===== config.mk =====
export PLATFORM = sky130hd
export DESIGN_NAME = vid_frame_timer
export DESIGN_NICKNAME = d
export VERILOG_FILES = /design/src/rtl/vft_pkg.sv /design/src/rtl/vft_line_counter.sv /design/src/rtl/vft_frame_counter.sv /design/src/rtl/vft_addr_gen.sv /design/src/rtl/vft_sync_out.sv /design/src/rtl/vid_frame_timer.sv
export SDC_FILE = /design/constraint.sdc
export NUM_CORES = 1
export LEC_CHECK = 0
export ABC_AREA = 1
export BUFFER_PORTS_ARGS = -buffer_cell sky130_fd_sc_hd__clkbuf_2
export CAP_MARGIN = 15
export CELL_PAD_IN_SITES_DETAIL_PLACEMENT = 1
export CELL_PAD_IN_SITES_GLOBAL_PLACEMENT = 1
export CORE_AREA = 2 2 151 124
export CTS_BUF_LIST = sky130_fd_sc_hd__clkbuf_8
export DETAILED_ROUTE_END_ITERATION = 8
export DIE_AREA = 0 0 153 126
export PLACE_DENSITY = 0.91
export SYNTH_ARGS = -nofsm -noshare
export SYNTH_HDL_FRONTEND = slang
export SYNTH_SLANG_ARGS = --single-unit
export TNS_END_PERCENT = 10

===== constraint.sdc =====
create_clock -name clk -period 5.9 [get_ports clk]
set_input_delay 0.59 -clock clk [delete_from_list [all_inputs] [get_ports clk]]
set_output_delay 0.59 -clock clk [all_outputs]
set_load 0.05 [all_outputs]

===== src/rtl/vft_pkg.sv =====
// Shared types and field widths for the frame timing generator.
package vft_pkg;
    typedef enum logic [1:0] {LN_SYNC, LN_LEAD, LN_ACTIVE, LN_TRAIL} line_kind_e;
    localparam int WIN_W  = 10;  // window bound width (8 high + 2 low)
    localparam int EDGE_W = 12;  // sync pulse edge position width
    localparam int DUM_W  = 16;  // dummy line count width
endpackage


===== src/rtl/vft_line_counter.sv =====
// Period prescaler and in-line period counter.
// Assumes LINE_PIX >= 2. The count advances only on tick.
module vft_line_counter #(
    parameter  int LINE_PIX = 784,
    parameter  int DIV      = 2,
    localparam int HW       = $clog2(LINE_PIX)
) (
    input  logic          clk,
    input  logic          rst_n,
    output logic          tick,
    output logic [HW-1:0] hcnt,
    output logic          line_end
);
    localparam logic [HW-1:0] H_LAST = HW'(LINE_PIX - 1);

    generate
        if (DIV > 1) begin : g_pre
            localparam int PW = $clog2(DIV);
            logic [PW-1:0] pre_q;
            // divide the master clock into output periods
            always_ff @(posedge clk) begin
                if (!rst_n)                      pre_q <= '0;
                else if (pre_q == PW'(DIV - 1)) pre_q <= '0;
                else                             pre_q <= pre_q + 1'b1;
            end
            assign tick = (pre_q == PW'(DIV - 1));
        end else begin : g_nopre
            assign tick = 1'b1;
        end
    endgenerate

    // count periods within the line
    always_ff @(posedge clk) begin
        if (!rst_n)           hcnt <= '0;
        else if (tick)        hcnt <= (hcnt == H_LAST) ? '0 : hcnt + 1'b1;
    end

    assign line_end = tick && (hcnt == H_LAST);

    p_hcnt_wrap_r1: assert property (@(posedge clk) disable iff (!rst_n)
        line_end |=> (hcnt == '0));
    p_hcnt_hold_r1: assert property (@(posedge clk) disable iff (!rst_n)
        !tick |=> $stable(hcnt));
endmodule


===== src/rtl/vft_frame_counter.sv =====
// Line counter within the frame, and decode of the line kind and active row index.
// Assumes SYNC_LINES >= 1. The dummy counts are read live.
module vft_frame_counter
    import vft_pkg::*;
#(
    parameter  int ROWS       = 492,
    parameter  int SYNC_LINES = 3,
    localparam int VW         = DUM_W + 2,
    localparam int RAW        = $clog2(ROWS + 1)
) (
    input  logic             clk,
    input  logic             rst_n,
    input  logic             line_end,
    input  logic [DUM_W-1:0] pre_lines,
    input  logic [DUM_W-1:0] post_lines,
    output line_kind_e       kind,
    output logic [RAW-1:0]   row_idx
);
    logic [VW-1:0] vcnt, lead_end, act_end, last_line;

    assign lead_end  = VW'(SYNC_LINES) + VW'(pre_lines);
    assign act_end   = lead_end + VW'(ROWS);
    assign last_line = act_end + VW'(post_lines) - 1'b1;

    // count lines within the frame
    always_ff @(posedge clk) begin
        if (!rst_n)        vcnt <= '0;
        else if (line_end) vcnt <= (vcnt >= last_line) ? '0 : vcnt + 1'b1;
    end

    // classify the current line and derive the active row index
    always_comb begin
        row_idx = '0;
        if (vcnt < VW'(SYNC_LINES))  kind = LN_SYNC;
        else if (vcnt < lead_end)    kind = LN_LEAD;
        else if (vcnt < act_end) begin
            kind    = LN_ACTIVE;
            row_idx = RAW'(vcnt - lead_end);
        end
        else                         kind = LN_TRAIL;
    end

    p_frame_opens_sync_r2: assert property (@(posedge clk) disable iff (!rst_n)
        (vcnt == '0) |-> (kind == LN_SYNC));
    p_row_step_r8: assert property (@(posedge clk) disable iff (!rst_n)
        (line_end && kind == LN_ACTIVE && row_idx != RAW'(ROWS - 1))
        |=> (kind == LN_ACTIVE && row_idx == $past(row_idx) + 1'b1));
endmodule


===== src/rtl/vft_addr_gen.sv =====
// Column and row read addresses. Mirror and flip start one pixel out
// so that the Bayer colour phase is kept.
module vft_addr_gen
    import vft_pkg::*;
#(
    parameter  int COLS = 652,
    parameter  int ROWS = 492,
    parameter  int HW   = 10,
    localparam int CAW  = $clog2(COLS + 1),
    localparam int RAW  = $clog2(ROWS + 1)
) (
    input  logic           clk,
    input  logic           rst_n,
    input  logic [HW-1:0]  hcnt,
    input  line_kind_e     kind,
    input  logic [RAW-1:0] row_idx,
    input  logic           mirror,
    input  logic           flip,
    output logic [CAW-1:0] col_addr,
    output logic [RAW-1:0] row_addr
);
    logic in_cols;
    assign in_cols = (32'(hcnt) < COLS);

    // column order, forward or reversed
    always_comb begin
        if (!in_cols)     col_addr = '0;
        else if (mirror)  col_addr = CAW'(COLS) - CAW'(hcnt);
        else              col_addr = CAW'(hcnt);
    end

    // row order, forward or reversed
    always_comb begin
        if (kind != LN_ACTIVE) row_addr = '0;
        else if (flip)         row_addr = RAW'(ROWS) - row_idx;
        else                   row_addr = row_idx;
    end

    p_col_range_r7: assert property (@(posedge clk) disable iff (!rst_n)
        col_addr <= CAW'(COLS));
    p_mirror_nonzero_r7: assert property (@(posedge clk) disable iff (!rst_n)
        (mirror && in_cols) |-> (col_addr != '0));
    p_row_range_r8: assert property (@(posedge clk) disable iff (!rst_n)
        row_addr <= RAW'(ROWS));
endmodule


===== src/rtl/vft_sync_out.sv =====
// Line-valid window, sync pulse, polarity and force logic.
// Assumes the bounds are stable while the block counts.
module vft_sync_out
    import vft_pkg::*;
#(
    parameter int HW  = 10,
    parameter int RAW = 9
) (
    input  logic              clk,
    input  logic              rst_n,
    input  logic [HW-1:0]     hcnt,
    input  line_kind_e        kind,
    input  logic [RAW-1:0]    row_idx,
    input  logic [WIN_W-1:0]  h_start,
    input  logic [WIN_W-1:0]  h_stop,
    input  logic [WIN_W-1:0]  v_start,
    input  logic [WIN_W-1:0]  v_stop,
    input  logic [EDGE_W-1:0] hs_rise,
    input  logic [EDGE_W-1:0] hs_fall,
    input  logic              href_pol_low,
    input  logic              vs_pol_high,
    input  logic              hs_pol_low,
    input  logic              line_sel_hs,
    input  logic [1:0]        force_sync,
    input  logic              href_lead,
    output logic              line_o,
    output logic              vsync_o
);
    logic [15:0] h16, r16;
    logic        row_ok, col_ok, lead_ok, href_act, hs_act, line_lvl, vs_lvl;

    assign h16 = 16'(hcnt);
    assign r16 = 16'(row_idx);

    // window qualification on rows and columns
    always_comb begin
        row_ok  = (kind == LN_ACTIVE) && (v_start < v_stop)
                  && (r16 >= 16'(v_start)) && (r16 < 16'(v_stop));
        col_ok  = (h_start < h_stop) && (h16 >= 16'(h_start)) && (h16 < 16'(h_stop));
        lead_ok = href_lead && (h_start < h_stop) && (h16 + 16'd1 == 16'(h_start));
        href_act = row_ok && (col_ok || lead_ok);
        hs_act   = (h16 >= 16'(hs_rise)) && (h16 < 16'(hs_fall));
    end

    // polarity selection, then the force override
    always_comb begin
        line_lvl = line_sel_hs ? (hs_act ^ hs_pol_low) : (href_act ^ href_pol_low);
        vs_lvl   = (kind == LN_SYNC) ~^ vs_pol_high;
        if (force_sync[1]) begin
            line_o  = force_sync[0];
            vsync_o = force_sync[0];
        end else begin
            line_o  = line_lvl;
            vsync_o = vs_lvl;
        end
    end

    p_href_on_active_r4: assert property (@(posedge clk) disable iff (!rst_n)
        href_act |-> (kind == LN_ACTIVE));
    p_force_level_r10: assert property (@(posedge clk) disable iff (!rst_n)
        force_sync[1] |-> (line_o == force_sync[0] && vsync_o == force_sync[0]));
endmodule


===== src/rtl/vid_frame_timer.sv =====
// Top level of the frame timing generator. It builds the window bounds
// from the split registers and connects the counters, the address
// generator and the sync outputs.
module vid_frame_timer
    import vft_pkg::*;
#(
    parameter  int LINE_PIX   = 784,
    parameter  int COLS       = 652,
    parameter  int ROWS       = 492,
    parameter  int SYNC_LINES = 3,
    parameter  int DIV        = 2,
    localparam int CAW        = $clog2(COLS + 1),
    localparam int RAW        = $clog2(ROWS + 1)
) (
    input  logic              clk,
    input  logic              rst_n,
    input  logic [7:0]        win_lsb,
    input  logic [7:0]        hstart_hi,
    input  logic [7:0]        hstop_hi,
    input  logic [7:0]        vstart_hi,
    input  logic [7:0]        vstop_hi,
    input  logic [15:0]       pre_lines,
    input  logic [15:0]       post_lines,
    input  logic [11:0]       hs_rise,
    input  logic [11:0]       hs_fall,
    input  logic              href_pol_low,
    input  logic              vs_pol_high,
    input  logic              hs_pol_low,
    input  logic              line_sel_hs,
    input  logic [1:0]        force_sync,
    input  logic              href_lead,
    input  logic              mirror,
    input  logic              flip,
    output logic              pix_ce,
    output logic              vsync_o,
    output logic              line_o,
    output logic [CAW-1:0]    col_addr,
    output logic [RAW-1:0]    row_addr
);
    localparam int HW = $clog2(LINE_PIX);

    logic [HW-1:0]    hcnt;
    logic             line_end;
    line_kind_e       kind;
    logic [RAW-1:0]   row_idx;
    logic [WIN_W-1:0] h_start, h_stop, v_start, v_stop;

    // join the high and low parts of each window bound
    assign h_start = {hstart_hi, win_lsb[1:0]};
    assign h_stop  = {hstop_hi,  win_lsb[3:2]};
    assign v_start = {vstart_hi, win_lsb[5:4]};
    assign v_stop  = {vstop_hi,  win_lsb[7:6]};

    vft_line_counter #(.LINE_PIX(LINE_PIX), .DIV(DIV)) u_line (
        .clk(clk), .rst_n(rst_n), .tick(pix_ce), .hcnt(hcnt), .line_end(line_end));

    vft_frame_counter #(.ROWS(ROWS), .SYNC_LINES(SYNC_LINES)) u_frame (
        .clk(clk), .rst_n(rst_n), .line_end(line_end), .pre_lines(pre_lines),
        .post_lines(post_lines), .kind(kind), .row_idx(row_idx));

    vft_addr_gen #(.COLS(COLS), .ROWS(ROWS), .HW(HW)) u_addr (
        .clk(clk), .rst_n(rst_n), .hcnt(hcnt), .kind(kind), .row_idx(row_idx),
        .mirror(mirror), .flip(flip), .col_addr(col_addr), .row_addr(row_addr));

    vft_sync_out #(.HW(HW), .RAW(RAW)) u_sync (
        .clk(clk), .rst_n(rst_n), .hcnt(hcnt), .kind(kind), .row_idx(row_idx),
        .h_start(h_start), .h_stop(h_stop), .v_start(v_start), .v_stop(v_stop),
        .hs_rise(hs_rise), .hs_fall(hs_fall), .href_pol_low(href_pol_low),
        .vs_pol_high(vs_pol_high), .hs_pol_low(hs_pol_low), .line_sel_hs(line_sel_hs),
        .force_sync(force_sync), .href_lead(href_lead), .line_o(line_o), .vsync_o(vsync_o));
endmodule


; ---- Yosys cells after proc, flatten, opt, wreduce, memory -nomap -nowiden
; Cells that the tools add are included.
[classes]
reduce_logical = 13
eq_ne = 4
muxes = 15
bitwise_logic = 4
n_addsub = 11
n_div = 0
n_lt_le_gt_ge = 13
n_mul = 0
shifts = 0
[op_table]
columns = operator, count
row1 = $mux W9, 5
row2 = $lt A10 B10 Y1, 3
row3 = $mux W10, 3
row4 = $add A17 B9 Y18 const B, 1
row5 = $add A18 B1 Y18 const B, 1
row6 = $add A18 B16 Y18, 1
row7 = $ge A18 B18 Y1, 1
row8 = $lt A18 B17 Y1, 1
row9 = $lt A18 B18 Y1, 1
row10 = $lt A18 B2 Y1 const B, 1
row11 = $mux W18, 1
row12 = $sub A18 B1 Y18 const B, 1
row13 = $add A2 B16 Y17 const A, 1
row14 = $eq A16 B10 Y1, 1
row15 = $ge A10 B12 Y1, 1
row16 = $lt A10 B12 Y1, 1
row17 = $add A10 B1 Y11 const B, 1
row18 = $add A10 B1 Y10 const B, 1
row19 = $eq A10 B10 Y1 const B, 1
row20 = $ge A10 B10 Y1, 1
row21 = $ge A9 B10 Y1, 1
row22 = $logic_and A1 B1 Y1, 10
row23 = $lt A10 B10 Y1 const B, 1
row24 = $lt A9 B10 Y1, 1
row25 = other kinds (14), 19
[totals]
inputBits = 107
reg_bits = 29
n_memories = 0
word_cells = 63
rom_bits = 0
output_inout_bits = 22
latch_bits = 0
mem_bits_rw = 0

; ---- Logic depth before layout (Yosys ltp)
; Gate-level depths: netlist of run 1.
[depth]
word_depth = 14
mapped_depth = 52
depth_no_buf = 52

; ---- Modules after synthesis
; From an unflattened synthesis of run 1, not the netlist that was laid out.
[hier_totals]
hier_cells = 1182
area_unflattened_um2 = 7318.3
[modules_own_cells]
columns = module, area_each_um2, instances, cells_each, seq_area_each_um2
row1 = vft_frame_counter, 3926.3, 1, 618, 360.3
row2 = vft_sync_out, 2265.9, 1, 366, 0.0
row3 = vft_addr_gen, 576.8, 1, 123, 0.0
row4 = vft_line_counter, 549.3, 1, 75, 220.2

; ---- Least setup slack after synthesis of run 1
; Ideal clock, no wire load.
[synth_timing]
path_type = input -> output
from = input port pre_lines[0]
to = output port line_o
arrival_time_ps = 5623
path_stages = 43
n_path_buf = 0
required_time_ps = 5310
setup_slack_ps = -313
path_cell_list = inv_1 -> ha_1 -> nor2_4 -> nand2_2 -> nor4b_1 -> nand4_1 -> o21bai_1 -> nand2_1 -> nor4b_1 -> xor2_1 -> ha_1 -> a21oi_1 -> o21a_1 -> nand3_4 -> nor2_1 -> inv_1 -> ha_1 -> inv_1 -> [7 not listed] -> nand2_1 -> nand2_1 -> nand2_1 -> nand2_1 -> nand2_1 -> nand2_1 -> nand2_1 -> nand2_1 -> nand2_1 -> nand2_1 -> inv_1 -> nor2_1 -> nand3_1 -> nand2_1 -> nand3_1 -> nand2_1 -> nand2_1 -> nand2_1
[synth_via]
elab_chain_cells = 14
word_cells_on_any_way = 21
classes_between = 3 x add/sub / 4 x order compare / 1 x eq/ne / 8 x mux / 1 x bitwise / 4 x reduce/logical
[synth_rtl]
columns = element, line
row1 = "start, declared", vid_frame_timer.sv:22  ; input logic [15:0] pre_lines,
row2 = $add A2 B16 Y17 *, vft_frame_counter.sv:21  ; assign lead_end = VW'(SYNC_LINES) + VW'(pre_lines);
row3 = branches (longest 8 deep; another with $add A17 B9 Y18), n/a
row4 = $logic_and A1 B1 Y1 *, vft_sync_out.sv:38  ; && (r16 >= 16'(v_start)) && (r16 < 16'(v_stop));
row5 = $logic_and A1 B1 Y1 *, vft_sync_out.sv:41  ; href_act = row_ok && (col_ok || lead_ok);
row6 = $xor A1 B1 Y1 *, vft_sync_out.sv:47  ; line_lvl = line_sel_hs ? (hs_act ^ hs_pol_low) : (href_act ^ href_pol_low);
row7 = $mux W1 *, vft_sync_out.sv:47
row8 = $mux W1 *, vft_sync_out.sv:49  ; if (force_sync[1]) begin
row9 = "end, declared", vid_frame_timer.sv:36  ; output logic line_o,
; Mark *: on every way between the ends.

; ---- Worst setup path in the final report of run 1
; Ends and elaborated chain as after synthesis.

==> impl_results.md, run 1 <==
- Syn Nets: 1,399
- Placed cell count: 1,524
- Metal-1 WL: 12,200 um
- GR Overflow Total: 0
- Clk Latency, worst-skew pair: 0.28 ns
- Slew margin rel.: 0.582
- CTS Hold Bufs: 0
- Cell mode on critical path: nand2_1
- Fmax: 163 MHz
- Clk pin slew, worst setup/hold paths: 0.07 ns
- Synth top area share: 0.277
- Hold WC Path Type: flop to flop
- Synth cell count leaders: inv_1, nand2_1, ha_1
- Starting Density: 0.402
- Post-synthesis register bit count: 29
- Placer Congestion: 0.896
- Largest net degree at the start of global routing: 18
- Number of global-route vias before repair: 8,403
- Antenna-violating nets left: 0
- Final Skew: 0.00771 ns
- Part of the Yosys area used for sequential elements: 0.0812
- Top post-synthesis cells by area: ha_1, inv_1, nand2_1, dfxtp_1, a21oi_1
- DIE HEIGHT: 126 um
- Avg WL per Cell: 17.4 um
- H-tree depth: 2
- Slew Limit Fails: 0
- First-pass iteration count of the detailed router: 5
- Antenna violations before repair: 0
- Area of the die: 0.0193 sq mm
- Syn. warnings: 0
- Post-synthesis cell type count: 54
- CTS root buf: clkbuf_8
- PwrDens: 120 mW/mm^2
- Worst vdd ir: 88.3 uV
- FFs w/ async S/R, synth: 0
- Core area: 0.0178 sq mm
- DR iter-0 viols: 405
- Setup violations, final: 1
- Synth Flop Type: dfxtp_1
- Comb pwr share: 0.655
- Die width: 153 um
- Layout cells sized above 1: 0.209
- Failing checks: negative setup slack
- Cell area after synthesis: 0.00715 sq mm
- Syn Inst Count: 1,132
- Top Ports: 129
- Clock power frac: 0.158
- Sw frac: 0.467
- Max Cap Viol: 0
- WP data arrival: 5.53 ns
- Post-layout power: 1.07 mW
- Setup TNS: -0.221 ns
- Slew @ Worst Pin: 0.624 ns
- CTS buffer count: 5
- Post-route insts no fill: 1,547
- Routed WL: 26,900 um
- Reg power frac: 0.188
- Rows: 44
- WP data required: 5.31 ns
- Critical path startpoint category: input port
- RSZ-0062 raised after global routing: yes
- # diodes: 0
- DR DRC count: 0
- Int Pwr: 0.571 mW
- Top-count cell post-synth: inv_1
- Crit-path slowest cell: ha_4
- Hold Slack: 0.579 ns
- Status: finished with violations
- Total GRT Usage: 0.247
- DR WL met2: 12,800 um
- Number of synthesized flops with an enable pin: 0
- Global-route wire length before repair: 39,700 um
- Setup ws final: -0.221 ns
- Hold Violations, Final: 0
- Clock Path Buffers: 2
- Dpl hpwl: 20,700 um
- FF-to-FF setup slack: 2.71 ns
- Syn Area/Cell: 6.31 sq um
- Worst Path Max Fanout: 4
- IO buf count: 128
- Clock Sinks: 29
- Crit Path Category: input port to primary output
- Vias: 8,273
- Top Metal Used: met4
- Period utilization: 1.04
- Nets: 1,584
- Vias/cell: 5.35
- Fin util: 0.504
- Nature of the critical path endpoint: primary output
- CTS tree: built
- Crit-path max cell delay: 0.26 ns
- Yosys top cell by area: ha_1
- Sw power: 0.500 mW
- Metal3 WL: 1100 um
- Pleak: 4.94 nW
- Layout area overhead: 25.3%
- # fillers: 2,440
- Period minus WS final: 6.12 ns
## registers in the layout (all words and copies together), names as in the netlist
name	flops
u_frame.vcnt	18
u_line.hcnt	10
u_line.tick	1
## through the flow
step / instance area, sq um / worst slack [ns]
detailed placement: 8350 / -0.213
global placement: 8350 / 0.0133
global route: 8960 / -0.581
CTS: 8520 / 0.000386
floorplan: 7160 / 0.147
finish: 8960 / -0.221
## worst paths after layout
| check | startpoint | to | depth (start not counted) |
|---|---|---|---|
| worst max-delay path | pre_lines[0] | line_o | 51 |
| worst min-delay path | u_frame.vcnt[1]$_SDFFE_PN0P_ | u_frame.vcnt[1]$_SDFFE_PN0P_ | 2 |
| worst max register to register | u_line.hcnt[1]$_SDFFE_PN0P_ | u_frame.vcnt[15]$_SDFFE_PN0P_ | 13 |
| worst min register to register | u_frame.vcnt[1]$_SDFFE_PN0P_ | u_frame.vcnt[1]$_SDFFE_PN0P_ | 2 |
## kinds of logic (layout without fill, tap and decap cells)
group	after synthesis	in the layout	synth area share
flip-flops	29	29	0.0812
adder cells (fa/ha/maj)	160	160	0.282
other	1	1	0.000525
buffers and inverters	251	436	0.132
XOR/XNOR	50	50	0.0634
AO/OA/AOI/OAI	175	175	0.141
AND/OR/NAND/NOR	466	466	0.300
## routing by layer
metal	global-route usage	vias up
li1	-	4078
met1	0.335	3942
met2	0.432	200
met3	0.0272	53
met4	0.0376	0
met5	0	-
## layout by cell type (no fill, tap or decap), types with 8 or more instances in the layout
cell type,count
inv_1,237
nand2_1,207
ha_1,152
clkbuf_2,123
nor2_1,96
a21oi_1,83
buf_4,51
nand3_1,42
xor2_1,31
o21ai_0,29
dfxtp_1,29
nand4_1,23
nor3_1,22
nand2_2,17
o22ai_1,9
xnor2_1,9
nor4_1,8
## area by class of cell
| class | instances | area, sq um | area share |
|---|---|---|---|
| clock buffers | 6 | 82.6 | 0.00922 |
| clock inverters | 1 | 3.75 | 0.000419 |
| inverters | 247 | 935 | 0.104 |
| multi-input cells | 852 | 5970 | 0.666 |
| flip-flops and latches | 29 | 581 | 0.0648 |
| well taps | 230 | 288 | 0.0321 |
| repair buffers | 182 | 1100 | 0.123 |
## power groups by stage
| stage | clock, mW | combinational, mW | sequential, mW |
|---|---|---|---|
| finish | 0.169 | 0.701 | 0.201 |
| global route | 0.177 | 0.782 | 0.201 |
| CTS | 0.169 | 0.637 | 0.201 |
| detailed placement | 0 | 0.620 | 0.205 |
| global placement | 0 | 0.581 | 0.205 |
| floorplan | 0 | 0.401 | 0.206 |
## critical path: cells and delay by family
family          cells  cell delay [ns]
simple gates       39             3.10
fa+ha+maj           3             0.68
buf+inv             6             0.56
xor+xnor            2             0.47
compound gates      1             0.12
## repair_timing
| action | in CTS | in global routing |
|---|---|---|
| buffers inserted | 2 | 14 |
| cloned | 0 | 0 |
| endpoints found under the setup margin | 1 | 19 |
| endpoints found under the hold margin | 0 | 0 |
| resized for setup | 15 | 80 |
| pin swaps | 2 | 56 |
Power figures use the tool's default switching activity.
==> inputs of run 2 (changes only) <==
--- a/config.mk
+++ b/config.mk
@@ -15,6 +15,7 @@
 export DETAILED_ROUTE_END_ITERATION = 8
 export DIE_AREA = 0 0 153 126
 export PLACE_DENSITY = 0.91
+export REMOVE_ABC_BUFFERS = 1
 export SYNTH_ARGS = -nofsm -noshare
 export SYNTH_HDL_FRONTEND = slang
 export SYNTH_SLANG_ARGS = --single-unit
==> impl_results.md, run 2 (same netlist as run 1, synthesis figures left out) <==
- Status: finished, final reports clean (was finished with violations)
- Routed WL: 25,800 um (was 26,900 um)
- Clk pin slew, worst setup/hold paths: 0.07 ns (about the same)
- H-tree depth: 2 (unchanged)
- # diodes: 0 (unchanged)
- Period utilization: 0.997 (was 1.04)
- Setup ws final: 0.0169 ns (was -0.221 ns)
- Clock Path Buffers: 2 (unchanged)
- Slew Limit Fails: 0 (unchanged)
- Layout cells sized above 1: 0.197 (was 0.209)
- DIE HEIGHT: 126 um (unchanged)
- Hold Violations, Final: 0 (unchanged)
- CTS tree: built (unchanged)
- Pleak: 4.91 nW (was 4.94 nW)
- RSZ-0062 raised after global routing: yes (unchanged)
- DR iter-0 viols: 444 (was 405)
- Avg WL per Cell: 16.7 um (was 17.4 um)
- Critical path startpoint category: input port (unchanged)
- Starting Density: 0.402 (unchanged)
- Global-route wire length before repair: 40,200 um (was 39,700 um)
- WP data arrival: 5.29 ns (was 5.53 ns)
- Dpl hpwl: 20,700 um (about the same)
- CTS Hold Bufs: 0 (unchanged)
- Worst vdd ir: 75.1 uV (was 88.3 uV)
- CTS buffer count: 5 (unchanged)
- Crit-path max cell delay: 0.30 ns (was 0.26 ns)
- PwrDens: 124 mW/mm^2 (was 120 mW/mm^2)
- Largest net degree at the start of global routing: 13 (was 18)
- Nature of the critical path endpoint: primary output (unchanged)
- Area of the die: 0.0193 sq mm (unchanged)
- Clk Latency, worst-skew pair: 0.29 ns (was 0.28 ns)
- Period minus WS final: 5.88 ns (was 6.12 ns)
- Total GRT Usage: 0.249 (was 0.247)
- Hold WC Path Type: flop to flop (unchanged)
- WP data required: 5.31 ns (about the same)
- Worst Path Max Fanout: 9 (was 4)
- Crit-path slowest cell: ha_1 (was ha_4)
- Metal3 WL: 1040 um (was 1100 um)
- Post-layout power: 1.10 mW (was 1.07 mW)
- Crit Path Category: input port to primary output (unchanged)
- Rows: 44 (unchanged)
- First-pass iteration count of the detailed router: 5 (unchanged)
- Setup slack at placement: -0.250 ns (was -0.213 ns)
- Final Skew: 0.0101 ns (was 0.00771 ns)
- Slew margin rel.: 0.580 (was 0.582)
- Antenna-violating nets left: 0 (unchanged)
- DR DRC count: 0 (unchanged)
- Max reg flops: 18 (unchanged)
- GR Overflow Total: 0 (unchanged)
- Die width: 153 um (unchanged)
- # fillers: 2,450 (was 2,440)
- Fmax: 170 MHz (was 163 MHz)
- Slew @ Worst Pin: 0.627 ns (was 0.624 ns)
- FF-to-FF setup slack: 2.82 ns (was 2.71 ns)
- Nets: 1,580 (was 1,584)
- Placed cell count: 1,524 (unchanged)
- Top Ports: 129 (unchanged)
- Fin area: 0.00882 sq mm (was 0.00896 sq mm)
- DR WL met2: 12,300 um (was 12,800 um)
- Hold Path Stages: 2 (unchanged)
- R2R cell count: 14 (was 13)
- Placer Congestion: 0.864 (was 0.896)
- Vias/cell: 5.38 (was 5.35)
- Max Cap Viol: 0 (unchanged)
- Placed Area: 0.00834 sq mm (was 0.00835 sq mm)
- Antenna violations before repair: 0 (unchanged)
- Layout area overhead: 23.5% (was 25.3%)
- Setup violations, final: 0 (was 1)
- Post-route insts no fill: 1,544 (was 1,547)
- Largest Register: u_frame.vcnt (unchanged)
- IO buf count: 128 (unchanged)
- Number of global-route vias before repair: 8,556 (was 8,403)
- CTS root buf: clkbuf_8 (unchanged)
- Vias: 8,309 (was 8,273)
- Top Metal Used: met4 (unchanged)
- Metal-1 WL: 11,900 um (was 12,200 um)
- Commonest cells after routing, fill and taps aside: inv_1, nand2_1, ha_1 (unchanged)
- Clock Sinks: 29 (unchanged)
- Commonest non-fill, non-tap cell in the layout: inv_1 (unchanged)
- Core area: 0.0178 sq mm (unchanged)
## run 2: cell types whose count changed in the layout (fill, tap and decap cells not counted), sizes merged
cell    change
buf         -5
bufinv      +1
clkbuf      +1
## run 2: repair_timing
action                     CTS  global route
hold endpoints to repair     0             0
setup endpoints to repair    1            19
resized for setup           15            57
pin swaps                    2            27
setup buffers                1            11
## run 2: cell type report
class,count,area (sq um),share of cell area
repair buffers,178,1040,0.118
clock inverters,2,33.8,0.00383
multi-input cells,852,5870,0.665
well taps,230,288,0.0326
flip-flops and latches,29,581,0.0658
inverters,247,930,0.105
clock buffers,6,82.6,0.00936
## run 2: worst max-delay path, delay by kind of cell
| kind | cells | cell delay, ns |
|---|---|---|
| and+or+nand+nor | 25 | 2.27 |
| AOI/OAI and AO/OA | 3 | 0.46 |
| xor gates and xnor gates | 2 | 0.44 |
| buffers and inverters | 5 | 0.59 |
| adders and majority gates | 4 | 0.93 |
## run 2: routing by layer
layer  vias to the layer above  track usage
li1                       4069            -
met1                      3952        0.337
met2                       231        0.430
met3                        57       0.0210
met4                         0       0.0605
met5                         -            0
## run 2: metrics by stage
stage | hold WS [ns] | setup TNS (ns) | utilization
final | 0.577 | 0 | 0.496
after global routing | 0.591 | -0.605 | 0.496
after CTS | 0.565 | 0 | 0.480
after detailed placement | 0.558 | -1.30 | 0.469
after global placement | 0.533 | 0 | 0.469
after floorplan | 0.505 | -0.313 | -
## run 2: power by group
part	total, mW	switching, mW	leakage, nW	internal (mW)
clock network	0.216	0.0805	0.0626	0.136
registers	0.201	0.00399	0.234	0.197
logic	0.678	0.408	4.61	0.270
total	1.10	0.493	4.91	0.603
## run 2: final timing paths
check | start | to
worst max-delay path | pre_lines[0] | line_o
worst min-delay path | u_frame.vcnt[1]$_SDFFE_PN0P_ | u_frame.vcnt[1]$_SDFFE_PN0P_
worst max register to register | u_line.hcnt[1]$_SDFFE_PN0P_ | u_frame.vcnt[16]$_SDFFE_PN0P_
worst min register to register | u_frame.vcnt[1]$_SDFFE_PN0P_ | u_frame.vcnt[1]$_SDFFE_PN0P_
==> inputs of run 3 (changes only) <==
--- a/config.mk
+++ b/config.mk
@@ -11,9 +11,10 @@
 export CELL_PAD_IN_SITES_DETAIL_PLACEMENT = 1
 export CELL_PAD_IN_SITES_GLOBAL_PLACEMENT = 1
 export CORE_AREA = 2 2 151 124
-export CTS_BUF_LIST = sky130_fd_sc_hd__clkbuf_8
+export CTS_BUF_LIST = sky130_fd_sc_hd__clkbuf_4 sky130_fd_sc_hd__clkbuf_8 sky130_fd_sc_hd__clkbuf_16
 export DETAILED_ROUTE_END_ITERATION = 8
 export DIE_AREA = 0 0 153 126
+export GPL_ROUTABILITY_DRIVEN = 0
 export PLACE_DENSITY = 0.91
 export REMOVE_ABC_BUFFERS = 1
 export SYNTH_ARGS = -nofsm -noshare
==> impl_results.md, run 3 (same netlist as run 1, synthesis figures left out) <==
- Status: finished with violations (was finished, final reports clean)
- Failing checks: negative setup slack
- Pleak: 4.94 nW (was 4.91 nW)
- Hold WC Path Type: flop to flop (unchanged)
- CP endpoint: line_o (unchanged)
- Vias/cell: 5.44 (was 5.38)
- Slew Limit Fails: 0 (unchanged)
- Clk Latency, worst-skew pair: 0.28 ns (was 0.29 ns)
- Metal-1 WL: 12,200 um (was 11,900 um)
- Starting Density: 0.402 (unchanged)
- DR DRC count: 0 (unchanged)
- WP data arrival: 5.35 ns (was 5.29 ns)
- Max Cap Viol: 0 (unchanged)
- CTS buffer count: 5 (unchanged)
- Layout area overhead: 24.7% (was 23.5%)
- Global-route wire length before repair: 41,300 um (was 40,200 um)
- Crit Path Category: input port to primary output (unchanged)
- DIE HEIGHT: 126 um (unchanged)
- First-pass iteration count of the detailed router: 4 (was 5)
- Post-layout power: 1.22 mW (was 1.10 mW)
- Layout cells sized above 1: 0.201 (was 0.197)
- Reg-to-Reg End: u_frame.vcnt[16]$_SDFFE_PN0P_ (unchanged)
- Metal3 WL: 1090 um (was 1040 um)
- Critical path startpoint: pre_lines[0] (unchanged)
- Worst vdd ir: 84.8 uV (was 75.1 uV)
- Commonest cells after routing, fill and taps aside: inv_1, nand2_1, ha_1 (unchanged)
- Period utilization: 1.01 (was 0.997)
- Avg WL per Cell: 17.5 um (was 16.7 um)
- IO buf count: 128 (unchanged)
- Post-route insts no fill: 1,545 (was 1,544)
- Largest net degree at the start of global routing: 13 (unchanged)
- DR iter-0 viols: 421 (was 444)
- Vias: 8,402 (was 8,309)
- Number of global-route vias before repair: 8,660 (was 8,556)
- Fmax: 168 MHz (was 170 MHz)
- Critical path startpoint category: input port (unchanged)
- Top Metal Used: met4 (unchanged)
- Core area: 0.0178 sq mm (unchanged)
- Die width: 153 um (unchanged)
- WP data required: 5.31 ns (about the same)
- Clock Sinks: 29 (unchanged)
- Setup violations, final: 1 (was 0)
- Crit-path slowest cell: ha_1 (unchanged)
- RSZ-0062 raised after global routing: yes (unchanged)
- H-tree depth: 2 (unchanged)
- Routed WL: 27,100 um (was 25,800 um)
- Max reg flops: 18 (unchanged)
- Nets: 1,581 (was 1,580)
- Placed cell count: 1,524 (unchanged)
- Largest Register: u_frame.vcnt (unchanged)
- Total GRT Usage: 0.258 (was 0.249)
- Hold Violations, Final: 0 (unchanged)
- Slew @ Worst Pin: 0.671 ns (was 0.627 ns)
- Slew margin rel.: 0.551 (was 0.580)
- Setup ws final: -0.0444 ns (was 0.0169 ns)
- Nature of the critical path endpoint: primary output (unchanged)
- Clock Path Buffers: 2 (unchanged)
- Top Ports: 129 (unchanged)
- Antenna-violating nets left: 0 (unchanged)
- Worst Path Max Fanout: 9 (unchanged)
- Clk pin slew, worst setup/hold paths: 0.05 ns (was 0.07 ns)
- # fillers: 2,423 (was 2,450)
- R2R cell count: 14 (unchanged)
- CTS root buf: clkbuf_16 (was clkbuf_8)
- R2r startpoint: u_line.hcnt[0]$_SDFFE_PN0P_ (was u_line.hcnt[1]$_SDFFE_PN0P_)
- DR WL met2: 12,900 um (was 12,300 um)
- Antenna violations before repair: 0 (unchanged)
- Final Skew: 0.00651 ns (was 0.0101 ns)
- Dpl hpwl: 20,700 um (unchanged)
- Fin util: 0.501 (was 0.496)
- Commonest non-fill, non-tap cell in the layout: inv_1 (unchanged)
- CTS Hold Bufs: 0 (unchanged)
- Crit-path max cell delay: 0.30 ns (about the same)
- # diodes: 0 (unchanged)
- CTS tree: built (unchanged)
- GR Overflow Total: 0 (unchanged)
- PwrDens: 137 mW/mm^2 (was 124 mW/mm^2)
- Period minus WS final: 5.94 ns (was 5.88 ns)
- Hold Slack: 0.591 ns (was 0.577 ns)
- FF-to-FF setup slack: 2.71 ns (was 2.82 ns)
- Rows: 44 (unchanged)
- Area of the die: 0.0193 sq mm (unchanged)
- Placed Area: 0.00834 sq mm (unchanged)
- Fin area: 0.00891 sq mm (was 0.00882 sq mm)
## run 3: what timing repair did
action | in CTS | in global routing
hold endpoints to repair | 0 | 0
gates resized for setup | 17 | 59
setup buffers | 1 | 12
pin swaps | 2 | 30
endpoints found under the setup margin | 18 | 19
cloned | 0 | 0
## run 3: power breakdown
part / total [mW] / switching, mW / internal, mW
registers: 0.202 / 0.00398 / 0.198
clock network: 0.311 / 0.0953 / 0.215
logic: 0.704 / 0.431 / 0.274
total: 1.22 / 0.530 / 0.687
## run 3: layer usage
metal  global-route usage  up-vias
met3               0.0272       74
li1                     -     4068
met2                0.454      229
met1                0.339     4031
met5                    0        -
met4               0.0659        0
## run 3: layout make-up
type	count	area [sq um]	area share
multi-input cells	852	5880	0.660
clock buffers	7	146	0.0164
inverters	247	930	0.104
well taps	230	288	0.0323
repair buffers	179	1050	0.118
flip-flops and latches	29	581	0.0652
clock inverters	1	30.0	0.00337
## run 3: worst min path at each step
stage                            startpoint                      endpoint  slack [ns]  cells past startpoint
2_1_floorplan  u_frame.vcnt[1]$_SDFFE_PN0P_  u_frame.vcnt[1]$_SDFFE_PN0P_        0.50                      2
3_3_place_gp   u_frame.vcnt[0]$_SDFFE_PN0P_  u_frame.vcnt[0]$_SDFFE_PN0P_        0.53                      2
3_5_place_dp   u_frame.vcnt[0]$_SDFFE_PN0P_  u_frame.vcnt[0]$_SDFFE_PN0P_        0.56                      2
4_1_cts        u_frame.vcnt[1]$_SDFFE_PN0P_  u_frame.vcnt[1]$_SDFFE_PN0P_        0.58                      2
5_1_grt        u_frame.vcnt[1]$_SDFFE_PN0P_  u_frame.vcnt[1]$_SDFFE_PN0P_        0.62                      2
6_report       u_frame.vcnt[1]$_SDFFE_PN0P_  u_frame.vcnt[1]$_SDFFE_PN0P_        0.59                      2
## run 3: worst max-delay path: cells and delay by family
kind,cells,cell delay [ns]
xor gates and xnor gates,2,0.46
and+or+nand+nor,25,2.32
AOI/OAI and AO/OA,3,0.45
adders and majority gates,4,0.94
buffers and inverters,5,0.59
## run 3: stage by stage
stage          TNS (ns)  setup slack [ns]
2_1_floorplan    -0.313            -0.313
3_3_place_gp          0            0.0152
3_5_place_dp      -1.30            -0.250
4_1_cts               0            0.0194
5_1_grt           -1.66            -0.410
6_report        -0.0444           -0.0444
